File: config.mk
export PLATFORM = sky130hd
export DESIGN_NAME = tmr8_pair
export DESIGN_NICKNAME = d
export VERILOG_FILES = /design/src/rtl/tmr8_pair.sv
export SDC_FILE = /design/constraint.sdc
export NUM_CORES = 1
export LEC_CHECK = 0
export ABC_AREA = 1
export BUFFER_PORTS_ARGS = -buffer_cell sky130_fd_sc_hd__clkbuf_2
export CAP_MARGIN = 20
export CORE_MARGIN = 4
export CORE_UTILIZATION = 60
export DETAILED_ROUTE_END_ITERATION = 10
export PLACE_DENSITY = 0.84
export SLEW_MARGIN = 15
export SYNTH_ARGS = -nofsm -noshare
export SYNTH_HDL_FRONTEND = slang
export SYNTH_SLANG_ARGS = --single-unit
File: constraint.sdc
create_clock -name clk -period 2.53 [get_ports clk]
set_clock_uncertainty 0.1 [all_clocks]
set_input_delay 0.1265 -clock clk [delete_from_list [all_inputs] [get_ports clk]]
set_output_delay 0.1265 -clock clk [all_outputs]
set_load 0.01 [all_outputs]
File: src/rtl/tmr8_pair.sv
module tmr8_pair #(
  parameter int DIV1 = 8,
  parameter int DIV2 = 64,
  parameter int DIV3 = 8192
) (
  input  logic       clk,
  input  logic       rst_n,
  input  logic       bus_wr,
  input  logic       bus_rd,
  input  logic [2:0] bus_addr,
  input  logic [7:0] bus_wdata,
  output logic [7:0] bus_rdata,
  input  logic [1:0] ext_clr
);
  localparam int PW = $clog2(DIV3);
  localparam logic [PW-1:0] M1 = PW'(DIV1 - 1);
  localparam logic [PW-1:0] M2 = PW'(DIV2 - 1);
  localparam logic [PW-1:0] M3 = PW'(DIV3 - 1);

  logic [PW-1:0]   pre;
  logic [1:0][2:0] cks;
  logic [1:0][1:0] csel;
  logic [1:0][7:0] cnt, cmp;
  logic [1:0]      cmf, ovf, arm_c, arm_o, hq, xq;
  logic            h16q;

  logic t1, t2, t3, mode16, mcnt, hit16;
  logic [1:0] ist, hit, step, clr, xr, xc, cmf_ev, ovf_ev;
  logic [1:0] wctl, wst, wcnt, wcmp, rst_rd, clr_c, clr_o;

  assign t1 = (pre & M1) == M1;
  assign t2 = (pre & M2) == M2;
  assign t3 = (pre & M3) == M3;

  assign mode16 = cks[0] == 3'd4;
  assign mcnt   = (cks[1] == 3'd4) && !mode16;
  assign hit16  = hit[0] & hit[1];

  always_comb begin
    for (int i = 0; i < 2; i++) begin
      ist[i]    = (cks[i] == 3'd1 && t1) || (cks[i] == 3'd2 && t2) || (cks[i] == 3'd3 && t3);
      hit[i]    = cnt[i] == cmp[i];
      xr[i]     = ext_clr[i] & ~xq[i];
      wctl[i]   = bus_wr && bus_addr == {i[0], 2'd0};
      wst[i]    = bus_wr && bus_addr == {i[0], 2'd1};
      wcnt[i]   = bus_wr && bus_addr == {i[0], 2'd2};
      wcmp[i]   = bus_wr && bus_addr == {i[0], 2'd3};
      rst_rd[i] = bus_rd && bus_addr == {i[0], 2'd1};
      xc[i]     = (csel[i] == 2'd2 && xr[i]) || (csel[i] == 2'd3 && ext_clr[i]);
    end
  end

  assign cmf_ev[0] = mode16 ? (hit16 & ~h16q) : (hit[0] & ~hq[0]);
  assign cmf_ev[1] = hit[1] & ~hq[1];

  assign step[1] = mcnt ? cmf_ev[0] : ist[1];
  assign clr[1]  = mode16 ? ((csel[0] == 2'd1 && hit16 && step[1]) || xc[0])
                          : ((csel[1] == 2'd1 && hit[1] && step[1]) || xc[1]);
  assign ovf_ev[1] = step[1] && cnt[1] == 8'hFF && !clr[1] && !wcnt[1];

  assign step[0] = mode16 ? ovf_ev[1] : ist[0];
  assign clr[0]  = mode16 ? clr[1] : ((csel[0] == 2'd1 && hit[0] && step[0]) || xc[0]);
  assign ovf_ev[0] = step[0] && cnt[0] == 8'hFF && !clr[0] && !wcnt[0];

  assign clr_c = wst & ~{2{bus_wdata[0]}} & arm_c;
  assign clr_o = wst & ~{2{bus_wdata[1]}} & arm_o;

  always_ff @(posedge clk) begin
    if (!rst_n) begin
      pre  <= '0;
      cks  <= '0;
      csel <= '0;
      cnt  <= '0;
      cmp  <= {8'hFF, 8'hFF};
      cmf  <= '0;
      ovf  <= '0;
      arm_c <= '0;
      arm_o <= '0;
      hq   <= '0;
      xq   <= '0;
      h16q <= 1'b0;
    end else begin
      pre  <= pre + 1'b1;
      hq   <= hit;
      xq   <= ext_clr;
      h16q <= hit16;
      for (int i = 0; i < 2; i++) begin
        if (wctl[i]) begin
          cks[i]  <= bus_wdata[2:0];
          csel[i] <= bus_wdata[4:3];
        end
        if (wcmp[i]) cmp[i] <= bus_wdata;
        if (wcnt[i])      cnt[i] <= bus_wdata;
        else if (clr[i])  cnt[i] <= 8'h00;
        else if (step[i]) cnt[i] <= cnt[i] + 8'd1;
        cmf[i] <= cmf_ev[i] | (cmf[i] & ~clr_c[i]);
        ovf[i] <= ovf_ev[i] | (ovf[i] & ~clr_o[i]);
        if (clr_c[i])                   arm_c[i] <= 1'b0;
        else if (rst_rd[i] && cmf[i])   arm_c[i] <= 1'b1;
        if (clr_o[i])                   arm_o[i] <= 1'b0;
        else if (rst_rd[i] && ovf[i])   arm_o[i] <= 1'b1;
      end
    end
  end

  always_comb begin
    case (bus_addr[1:0])
      2'd0:    bus_rdata = {3'b000, csel[bus_addr[2]], cks[bus_addr[2]]};
      2'd1:    bus_rdata = {6'b0, ovf[bus_addr[2]], cmf[bus_addr[2]]};
      2'd2:    bus_rdata = cnt[bus_addr[2]];
      default: bus_rdata = cmp[bus_addr[2]];
    endcase
  end
endmodule

==> flow_summary.ini <==
[synthesis]
synth_area_um2 = 3930
ys_seq_area_share_pct = 34.6
synth-edff-count = 0
synthDistinctLibCells = 38
yosysTopAreaCell = dfxtp_1
ys_async_sr_fraction_pct = 0
synth_xor_area_share_pct = 1.56
synthTopCellsByCount = nand2_1 (152), inv_1 (83), nor2_1 (69), dfxtp_1 (68), a21oi_1 (49)
synthTopCellsByArea = dfxtp_1 (35%), nand2_1 (15%), inv_1 (7.9%)
syn_inst = 609
synthMuxAreaShare_pct = 0
synth-compound-area-share_pct = 18.8
synthAdderAreaFrac_pct = 1.27
synth_top_cell_area_share_pct = 34.6
synth_area_per_cell_um2 = 6.46
ys_ff_latch = 68
synth_top_family_by_area = simple AND/OR/NAND/NOR gates
synth.most_common_cell = nand2_1
synthSimpleGateAreaFrac_pct = 32.3
ys_warn_count = 0
synthFlopType = dfxtp_1
syn-num-nets = 630

[job]
cap_violations = 0

[timing]
fmax_ghz = 0.401
finalSetupViolCount = 0
final_max_slew_viol_count = 0
relSlewSlack_pct = 65.3
period_share_pct = 98.6
worst_slack_ns = 0.0352
hold_viol_final = 0
worst_pin_slew_ns = 0.518
fin_crit_ns = 2.49
rsz0062_at_grt = yes
final.setup.tns_ns = 0

[setup_path]
crit_start = cnt[5]$_SDFFE_PN0P_
critical_path_class = register to register
worstPathRequired_ns = 2.71
rr_endpoint = cnt[0]$_SDFFE_PN0P_
reg2reg_slack_ns = 0.04
worst-path-max-fanout = 7
crit_path_end_kind = register
r2r-start = cnt[5]$_SDFFE_PN0P_
endpoint = cnt[0]$_SDFFE_PN0P_
cp_data_arrival_time_ns = 2.67
start_kind = register
rr_worst_depth = 18

[finish]
nets = 670
layout-drive-gt1-share_pct = 18.7
diodes = 0
final_core_util_pct = 71.9
syn2layout_area_growth_pct = 16.0

[place]
place_congestion = 1.00
port_buffers = 24
hpwlAfterDp_um = 7890
pre_cts_ws_ns = 0.0540

[die]
core_um2 = 6350
rows = 29
ios = 25
initial_utilization_pct = 62.0
die_area_um2 = 7920
die_x_um = 89.0
die_y_um = 89.0

[clock_network]
clk_pin_slew_ns = 0.07
cts_tree = yes
numCtsBuffers = 9
clock_sinks = 68
clockBufferDepth = 2
htreeDepth = 3
clock_latency_ns = 0.35
cts.root.buffer_cell = clkbuf_8

[global_routing]
grt_max_degree = 36
grt_pass1_wl_um = 17600
gr-total-overflow = 0
grt_usage_pct = 28.8
first_global_vias = 3893
grt_antenna_before_repair = 0

[power]
powerDensity_nw_per_um2 = 539
cellLeakagePower_nw = 2.08
vdd_drop_max_mv = 0.354

[worst_hold_path]
worstHoldPathCells = 5
hold_path.class = input pin to register

[route]
vias = 4133
drtIter0Drc = 390
via_per_inst = 5.65
wl_per_cell_um = 15.1
drc = 0
ant_nets = 0
drtPass1Iterations = 5
finalWirelength_um = 11100

[outcome]
outcome = finished, final reports clean
## worst min path at each step
stage,from,end,slack [ns]
after floorplan,ext_clr[0],xq[0]$_SDFF_PN0_,0.12
after global placement,ext_clr[1],xq[1]$_SDFF_PN0_,0.22
after detailed placement,ext_clr[1],xq[1]$_SDFF_PN0_,0.23
after CTS,bus_wdata[2],cmp[10]$_SDFFE_PN1P_,0.04
after global routing,bus_wdata[4],cnt[12]$_SDFFE_PN0P_,0.07
final,bus_rd,arm_c[0]$_SDFFE_PP0P_,0.06
## cells in the final DEF, fill, tap and decap left out, types with 7 or more instances in the layout
| master | synthesis | layout |
|---|---|---|
| a21oi_1 | 49 | 49 |
| buf_4 | 0 | 9 |
| clkbuf_2 | 0 | 24 |
| clkbuf_8 | 0 | 10 |
| dfxtp_1 | 68 | 55 |
| dfxtp_2 | 0 | 12 |
| dlygate4sd3_1 | 0 | 7 |
| inv_1 | 83 | 82 |
| inv_2 | 24 | 25 |
| nand2_1 | 152 | 149 |
| nand3_1 | 20 | 19 |
| nor2_1 | 69 | 67 |
| nor3_1 | 13 | 13 |
| o21ai_0 | 41 | 41 |
| o221ai_1 | 10 | 10 |
| o22ai_1 | 8 | 8 |
## layout make-up
cell class                      count  area [um2]
Clock buffer                       11         141
Timing Repair Buffer               40         258
Inverter                          107         402
Sequential cell                    68        1380
Tap cell                           77        96.3
Clock inverter                      5        83.8
Multi-Input combinational cell    423        2200
Fill cell                         514        1790
## through the flow
stage               cells  total power [W]  hold slack, ns  instance area (um2)
floorplan             609          0.00134           0.120                 3930
detailed placement    706          0.00144           0.229                 4150
CTS                   729          0.00245          0.0428                 4450
global placement      706          0.00143           0.222                 4150
finish                731          0.00246          0.0618                 4560
global route          731          0.00256          0.0667                 4560
## sequential cells by signal, indices dropped and copies added, names as in the netlist
signal  flops
csel        4
cnt        16
cmf         2
hq          2
arm_o       2
cmp        16
xq          2
h16q        1
arm_c       2
ovf         2
pre        13
cks         6
## layer usage
metal / share of wire [%] / track usage (%) / up-vias / wire [um]
li1: - / - / 2037 / -
met1: 42 / 37.8 / 1832 / 4600
met2: 46 / 44.9 / 211 / 5050
met3: 8.9 / 7.37 / 53 / 984
met4: 4.0 / 13.0 / 0 / 438
met5: 0 / 0 / - / 0
## power by group
group	switching (W)	internal [W]	total, W
Clock	0.000428	0.000586	0.00101
Combinational	0.000202	0.000107	0.000309
Sequential	0.0000324	0.00110	0.00114
## what timing repair did
item / in CTS / in global routing
setup endpoints to repair: 0 / 12
setup buffers: 0 / 2
hold endpoints to repair: 13 / 0
hold buffers: 7 / 0
resized for setup: 0 / 31
## critical path: stages (launching register included)
cell,delay [ns]
dfxtp_1,0.40
inv_2,0.10
nand2_1,0.07
nand2_1,0.07
nor2_1,0.15
nand2_1,0.11
nor2_2,0.14
nand2_1,0.09
nor2_2,0.13
nand3_4,0.09
nand2_4,0.08
nand2_2,0.07
nand3_2,0.09
nand2_4,0.09
nand2_4,0.11
nand2_4,0.07
a21boi_4,0.26
nor2_1,0.08
nor2_1,0.13
## cells by family (layout without fill, tap and decap cells)
| kind of cell | count (synthesis) | count (layout) |
|---|---|---|
| AOI/OAI and AO/OA | 127 | 127 |
| and+or+nand+nor | 285 | 285 |
| buffers and inverters | 118 | 163 |
| xor gates and xnor gates | 7 | 7 |
| DFF | 68 | 68 |
| adders and majority gates | 4 | 4 |
Note: power is estimated with default switching activity, not from simulation.
